--- src/rtl/rtc_cal_pkg.sv ---
// Package: shared time type and register-encoding conversion helpers.
// Assumes register fields are 8 bits and BCD inputs hold valid digits.
package rtc_cal_pkg;

    localparam int FIELD_W = 8;

    // Binary time state; month and weekday are zero-based internally.
    typedef struct packed {
        logic [6:0] year;
        logic [3:0] mon;
        logic [4:0] mday;
        logic [2:0] wday;
        logic [4:0] hour;
        logic [5:0] min;
        logic [5:0] sec;
    } cal_time_t;

    // Register encoding to binary value.
    function automatic logic [7:0] reg_to_bin(input logic [7:0] v, input logic bin);
        if (bin) return v;
        return 8'(v[7:4]) * 8'd10 + 8'(v[3:0]);
    endfunction

    // Binary value to register encoding.
    function automatic logic [7:0] bin_to_reg(input logic [7:0] v, input logic bin);
        logic [7:0] tens;
        logic [7:0] ones;
        tens = v / 8'd10;
        ones = v % 8'd10;
        if (bin) return v;
        return {4'(tens), 4'(ones)};
    endfunction

endpackage

--- src/rtl/rtc_cal_decode.sv ---
// Converts register-format load fields into the binary time state.
// Assumes in-range values; out-of-range inputs are truncated to field width.
module rtc_cal_decode
    import rtc_cal_pkg::*;
(
    input  logic [FIELD_W-1:0] sec_i,
    input  logic [FIELD_W-1:0] min_i,
    input  logic [FIELD_W-1:0] hour_i,
    input  logic [FIELD_W-1:0] wday_i,
    input  logic [FIELD_W-1:0] mday_i,
    input  logic [FIELD_W-1:0] mon_i,
    input  logic [FIELD_W-1:0] year_i,
    input  logic               bin_mode_i,
    input  logic               h24_mode_i,
    output cal_time_t          time_o
);

    logic [7:0] hour_b;
    logic [7:0] wday_b;
    logic [7:0] mon_b;

    // Decode each field; the hour applies the PM offset in 12-hour mode.
    always_comb begin
        hour_b = reg_to_bin({1'b0, hour_i[6:0]}, bin_mode_i);
        if (!h24_mode_i && hour_i[7]) hour_b = hour_b + 8'd12;
        wday_b = reg_to_bin(wday_i, bin_mode_i) - 8'd1;
        mon_b  = reg_to_bin(mon_i, bin_mode_i) - 8'd1;
        time_o.sec  = 6'(reg_to_bin(sec_i, bin_mode_i));
        time_o.min  = 6'(reg_to_bin(min_i, bin_mode_i));
        time_o.hour = 5'(hour_b);
        time_o.wday = 3'(wday_b);
        time_o.mday = 5'(reg_to_bin(mday_i, bin_mode_i));
        time_o.mon  = 4'(mon_b);
        time_o.year = 7'(reg_to_bin(year_i, bin_mode_i));
    end

endmodule

--- src/rtl/rtc_cal_step.sv ---
// Computes the time one second after the current binary time.
// Assumes the full year is CENTURY*100 + year; since 100 is a multiple of 4,
// only year 00 needs the century term of the leap rule.
module rtc_cal_step
    import rtc_cal_pkg::*;
#(
    parameter int CENTURY = 20
) (
    input  cal_time_t cur_i,
    output cal_time_t nxt_o
);

    localparam logic CENT_LEAP = ((CENTURY % 4) == 0);

    logic       leap;
    logic [4:0] month_len;

    // Leap flag and length of the current month.
    always_comb begin
        leap = (cur_i.year[1:0] == 2'b00) && ((cur_i.year != 7'd0) || CENT_LEAP);
        case (cur_i.mon)
            4'd1:                     month_len = leap ? 5'd29 : 5'd28;
            4'd3, 4'd5, 4'd8, 4'd10:  month_len = 5'd30;
            default:                  month_len = 5'd31;
        endcase
    end

    // Ripple the one-second increment through all fields.
    always_comb begin
        nxt_o = cur_i;
        if (cur_i.sec < 6'd59) begin
            nxt_o.sec = cur_i.sec + 6'd1;
        end else begin
            nxt_o.sec = 6'd0;
            if (cur_i.min < 6'd59) begin
                nxt_o.min = cur_i.min + 6'd1;
            end else begin
                nxt_o.min = 6'd0;
                if (cur_i.hour < 5'd23) begin
                    nxt_o.hour = cur_i.hour + 5'd1;
                end else begin
                    nxt_o.hour = 5'd0;
                    nxt_o.wday = (cur_i.wday >= 3'd6) ? 3'd0 : cur_i.wday + 3'd1;
                    if (cur_i.mday == 5'd0) begin
                        nxt_o.mday = 5'd1;
                    end else if (cur_i.mday < month_len) begin
                        nxt_o.mday = cur_i.mday + 5'd1;
                    end else begin
                        nxt_o.mday = 5'd1;
                        if (cur_i.mon < 4'd11) begin
                            nxt_o.mon = cur_i.mon + 4'd1;
                        end else begin
                            nxt_o.mon  = 4'd0;
                            nxt_o.year = (cur_i.year >= 7'd99) ? 7'd0 : cur_i.year + 7'd1;
                        end
                    end
                end
            end
        end
    end

endmodule

--- src/rtl/rtc_cal_encode.sv ---
// Presents the binary time state in register encoding for the current modes.
// Assumes the state is in range; weekday and month gain their +1 offset here.
module rtc_cal_encode
    import rtc_cal_pkg::*;
(
    input  cal_time_t          time_i,
    input  logic               bin_mode_i,
    input  logic               h24_mode_i,
    output logic [FIELD_W-1:0] sec_o,
    output logic [FIELD_W-1:0] min_o,
    output logic [FIELD_W-1:0] hour_o,
    output logic [FIELD_W-1:0] wday_o,
    output logic [FIELD_W-1:0] mday_o,
    output logic [FIELD_W-1:0] mon_o,
    output logic [FIELD_W-1:0] year_o
);

    logic       pm;
    logic [7:0] hour_v;
    logic [7:0] hour_r;

    // Encode the plain fields.
    always_comb begin
        sec_o  = bin_to_reg(8'(time_i.sec), bin_mode_i);
        min_o  = bin_to_reg(8'(time_i.min), bin_mode_i);
        wday_o = bin_to_reg(8'(time_i.wday) + 8'd1, bin_mode_i);
        mday_o = bin_to_reg(8'(time_i.mday), bin_mode_i);
        mon_o  = bin_to_reg(8'(time_i.mon) + 8'd1, bin_mode_i);
        year_o = bin_to_reg(8'(time_i.year), bin_mode_i);
    end

    // Encode the hour, folding to 12-hour form with a PM flag when selected.
    always_comb begin
        pm     = (time_i.hour >= 5'd12);
        hour_v = 8'(time_i.hour);
        if (!h24_mode_i && pm) hour_v = hour_v - 8'd12;
        hour_r = bin_to_reg(hour_v, bin_mode_i);
        hour_o = h24_mode_i ? hour_r : {pm, 7'(hour_r)};
    end

endmodule

--- src/rtl/rtc_calendar_counter.sv ---
// Top: time/date register with load, gated one-second advance and encoding.
// Assumes tick_i is a single-cycle pulse; load wins over a coincident tick.
module rtc_calendar_counter
    import rtc_cal_pkg::*;
#(
    parameter int           CENTURY  = 20,
    parameter int           OSC_W    = 3,
    parameter logic [OSC_W-1:0] RUN_CODE = 3'b010
) (
    input  logic               clk,
    input  logic               rst_n,
    input  logic               tick_i,
    input  logic [OSC_W-1:0]   osc_ctl_i,
    input  logic               bin_mode_i,
    input  logic               h24_mode_i,
    input  logic               load_i,
    input  logic [FIELD_W-1:0] ld_sec_i,
    input  logic [FIELD_W-1:0] ld_min_i,
    input  logic [FIELD_W-1:0] ld_hour_i,
    input  logic [FIELD_W-1:0] ld_wday_i,
    input  logic [FIELD_W-1:0] ld_mday_i,
    input  logic [FIELD_W-1:0] ld_mon_i,
    input  logic [FIELD_W-1:0] ld_year_i,
    output logic [FIELD_W-1:0] sec_o,
    output logic [FIELD_W-1:0] min_o,
    output logic [FIELD_W-1:0] hour_o,
    output logic [FIELD_W-1:0] wday_o,
    output logic [FIELD_W-1:0] mday_o,
    output logic [FIELD_W-1:0] mon_o,
    output logic [FIELD_W-1:0] year_o
);

    localparam cal_time_t RESET_TIME = '{year: 7'd0, mon: 4'd0, mday: 5'd1, wday: 3'd0,
                                         hour: 5'd0, min: 6'd0, sec: 6'd0};

    cal_time_t cur_q;
    cal_time_t load_val;
    cal_time_t next_val;
    logic      advance;

    assign advance = tick_i && (osc_ctl_i == RUN_CODE);

    rtc_cal_decode u_decode (
        .sec_i      (ld_sec_i),
        .min_i      (ld_min_i),
        .hour_i     (ld_hour_i),
        .wday_i     (ld_wday_i),
        .mday_i     (ld_mday_i),
        .mon_i      (ld_mon_i),
        .year_i     (ld_year_i),
        .bin_mode_i (bin_mode_i),
        .h24_mode_i (h24_mode_i),
        .time_o     (load_val)
    );

    rtc_cal_step #(.CENTURY(CENTURY)) u_step (
        .cur_i (cur_q),
        .nxt_o (next_val)
    );

    // Time state register: reset, then load over advance.
    always_ff @(posedge clk) begin
        if (!rst_n)       cur_q <= RESET_TIME;
        else if (load_i)  cur_q <= load_val;
        else if (advance) cur_q <= next_val;
    end

    rtc_cal_encode u_encode (
        .time_i     (cur_q),
        .bin_mode_i (bin_mode_i),
        .h24_mode_i (h24_mode_i),
        .sec_o      (sec_o),
        .min_o      (min_o),
        .hour_o     (hour_o),
        .wday_o     (wday_o),
        .mday_o     (mday_o),
        .mon_o      (mon_o),
        .year_o     (year_o)
    );

endmodule

--- config.mk ---
export PLATFORM = sky130hd
export DESIGN_NAME = rtc_calendar_counter
export DESIGN_NICKNAME = d
export VERILOG_FILES = /design/src/rtl/rtc_cal_pkg.sv /design/src/rtl/rtc_cal_decode.sv /design/src/rtl/rtc_cal_step.sv /design/src/rtl/rtc_cal_encode.sv /design/src/rtl/rtc_calendar_counter.sv
export SDC_FILE = /design/constraint.sdc
export NUM_CORES = 1
export LEC_CHECK = 0
export BUFFER_PORTS_ARGS = -buffer_cell sky130_fd_sc_hd__buf_2
export CORE_ASPECT_RATIO = 1.25
export CORE_MARGIN = 2
export CORE_UTILIZATION = 35
export CTS_CLUSTER_SIZE = 28
export DETAILED_ROUTE_END_ITERATION = 8
export SLEW_MARGIN = 5
export SYNTH_ARGS = -nofsm -noshare
export SYNTH_HDL_FRONTEND = slang
export SYNTH_SLANG_ARGS = --single-unit
--- constraint.sdc ---
create_clock -name clk -period 4.6 [get_ports clk]
set_input_delay 1.15 -clock clk [delete_from_list [all_inputs] [get_ports clk]]
set_output_delay 1.15 -clock clk [all_outputs]
set_load 0.02 [all_outputs]
==> flow_metrics.py <==
metrics = {
    "status": {
        "outcome": "finished, final reports clean",
    },
    "route": {
        "drt_pre_antenna_iters": 5,
        "wl_met3_um": 602,
        "num_vias": 6112,
        "drc": 0,
        "wl_met2_mm": 7.78,
        "drtAntennaViolNets": 0,
        "via_per_inst": 5.44,
        "routed_wl_mm": 15.9,
        "wl_met1_mm": 7.37,
        "initialDrtViolationCount": 322,
        "top_layer": "met4",
        "wl_per_cell_um": 14.2,
    },
    "synthesis": {
        "yosys_register_bits": 36,
        "synthesis.instances": 834,
        "yosysSeqAreaShare": 0.120,
        "synth_area_leaders": "ha_1, dfxtp_1, a21oi_1",
        "synth-edff-count": 0,
        "yosys_warnings": 0,
        "mappedNetlistArea_mm2": 0.00603,
        "async_reset_ff_frac": 0,
        "yosysTopAreaCell": "ha_1",
        "synthFlopType": "dfxtp_1",
        "synth.avg_cell_area_um2": 7.23,
        "synthDistinctLibCells": 87,
        "yosys.area.top_type_share": 0.143,
    },
    "timing": {
        "fin_crit_sh": 0.944,
        "worst_slew_pin_slew_ns": 1.11,
        "hold_viol_final": 0,
        "maxSlewHeadroom": 0.257,
        "fmax_ghz": 0.230,
        "skew_ns": 0.00536,
        "setup_viol": 0,
        "fin_setup_tns_ns": 0,
        "drv_slew": 0,
        "rsz0062_at_grt": "no",
        "fin_crit_ns": 4.34,
    },
    "cts": {
        "ctsHoldBuffers": 0,
        "cts_buffer_depth": 2,
        "cts_tree": "built",
        "numClockSinks": 36,
        "root_buffer": "clkbuf_16",
        "path_clk_slew_ns": 0.06,
        "clock_latency_ns": 0.28,
        "postCtsSetupBuffers": 0,
        "htreeDepth": 2,
        "numCtsBuffers": 5,
    },
    "global_routing": {
        "overflow": 0,
        "antenna_found_initial": 0,
        "grt_pass1_wl_mm": 26.9,
        "grt_pass1_vias": 5574,
        "grt_util_all_layers": 0.174,
        "grt_max_degree": 42,
    },
    "power": {
        "p_leak_nw": 2.99,
        "power_w": 0.00140,
        "peakVddDrop_v": 0.000144,
        "power_density_mw_per_mm2": 204,
    },
    "setup_path": {
        "regToRegEndpoint": "cur_q[30]$_SDFFE_PN0P_",
        "cp_data_required_time_ns": 3.45,
        "startpoint_type": "flip-flop",
        "r2r-start": "cur_q[25]$_SDFFE_PN0P_",
        "reg2reg_depth": 9,
        "crit_path_end_kind": "output pin",
        "crit_type": "flip-flop to output pin",
        "crit_fanout": 9,
        "cp_data_arrival_time_ns": 3.19,
        "r2r_slack_ns": 1.42,
    },
    "floorplanning": {
        "core_area_mm2": 0.0168,
        "io_pins": 121,
        "die_h_um": 151,
        "start_util": 0.358,
        "die_area_mm2": 0.0183,
        "die_w_um": 121,
        "rows": 53,
    },
    "layout": {
        "reg_top3": "cur_q x36",
        "final_cell_mix": "buf_2, a21oi_1, nor2_1, o21ai_0, ha_1",
        "drive_above_1_share": 0.181,
        "largest_register_ffs": 36,
        "largest-register": "cur_q",
        "layout_commonest_cell": "buf_2",
        "area_growth_pct": 13.4,
        "final_nets": 1043,
        "n_antenna_cell": 0,
    },
    "run": {
        "max_cap_viol_count": 0,
    },
    "place": {
        "portBuffers": 107,
        "hpwl_mm": 12.4,
        "routabilityCongestion": 0.844,
    },
    "hold_path": {
        "hold_path_end": "cur_q[19]$_SDFFE_PN0P_",
        "min_path_cells": 2,
        "holdCritStartpoint": "cur_q[19]$_SDFFE_PN0P_",
        "hold_path_class": "flip-flop to flip-flop",
    },
}
critical path, cell delays in order (launching register included):
cell and delay, ns:
dfxtp_2 0.43, inv_1 0.15, ha_1 0.27, and4bb_4 0.26, o31ai_4 0.28, o221ai_2 0.15, a2111o_1 0.40, and3_4 0.21
inv_1 0.05, ha_1 0.21, a311oi_1 0.28, buf_2 0.21
kinds of logic (layout without fill, tap and decap cells):
family / after synthesis / in the layout / share of synthesized area
AOI/OAI and AO/OA: 274 / 274 / 0.304
xor gates and xnor gates: 44 / 44 / 0.0675
adders and majority gates: 76 / 76 / 0.167
buffers and inverters: 129 / 190 / 0.0918
DFF: 36 / 36 / 0.120
muxes: 24 / 24 / 0.0438
other: 1 / 9 / 0.000622
and+or+nand+nor: 250 / 250 / 0.206
Yosys cell counts (8+ instances only):
| master | count |
|---|---|
| a211oi_1 | 18 |
| a21o_1 | 16 |
| a21oi_1 | 70 |
| a221oi_1 | 9 |
| and2_1 | 8 |
| buf_1 | 8 |
| buf_2 | 13 |
| buf_4 | 14 |
| clkbuf_1 | 36 |
| dfxtp_1 | 36 |
| ha_1 | 69 |
| inv_1 | 54 |
| mux2_2 | 8 |
| mux2i_1 | 14 |
| nand2_1 | 63 |
| nand2b_1 | 8 |
| nand3_1 | 14 |
| nor2_1 | 69 |
| nor2b_1 | 19 |
| nor3_1 | 28 |
| o211ai_1 | 10 |
| o21ai_0 | 69 |
| xnor2_1 | 25 |
| xor2_1 | 17 |
per-stage QoR:
stage / utilization / hold WS [ns] / area (um2) / worst slack (ns) / cells
after global placement: 0.395 / 0.538 / 6660 / 0.416 / 1115
after CTS: 0.405 / 0.552 / 6830 / 0.0945 / 1123
after floorplan: - / 0.512 / 6060 / 0.381 / 842
after detailed placement: 0.395 / 0.541 / 6660 / 0.390 / 1115
final: 0.406 / 0.546 / 6830 / 0.256 / 1123
after global routing: 0.406 / 0.587 / 6830 / 0.0951 / 1123
metal layers:
metal / vias to the layer above / GRT usage
li1: 3139 / -
met4: 0 / 0.0368
met2: 140 / 0.309
met3: 10 / 0.0182
met1: 2823 / 0.228
met5: - / 0
worst max path at each step:
| stage | from | endpoint | slack, ns |
|---|---|---|---|
| floorplan | cur_q[33]$_SDFFE_PN0P_ | year_o[2] | 0.38 |
| CTS | cur_q[30]$_SDFFE_PN0P_ | year_o[1] | 0.09 |
| global route | cur_q[34]$_SDFFE_PN0P_ | year_o[1] | 0.1 |
| detailed placement | cur_q[30]$_SDFFE_PN0P_ | year_o[1] | 0.39 |
| global placement | h24_mode_i | hour_o[4] | 0.42 |
| finish | cur_q[30]$_SDFFE_PN0P_ | year_o[2] | 0.26 |
repair_timing:
action                                  CTS  global route
endpoints found under the hold margin     0             0
gates resized for setup                   0             3
endpoints found under the setup margin    0             4
report_power, final:
part	switching (W)	internal, W
clock network	0.000138	0.000255
registers	0.0000491	0.000333
logic	0.000361	0.000261
final cells by class:
| cell class | instances | area (um2) |
|---|---|---|
| well taps | 220 | 275 |
| fillers | 1827 | 10000 |
| clock buffers | 5 | 125 |
| flip-flops and latches | 36 | 723 |
| inverters | 58 | 218 |
| multi-input cells | 677 | 4780 |
| clock inverters | 3 | 42.5 |
| repair buffers | 124 | 663 |
Note: power is estimated with default switching activity, not from simulation.
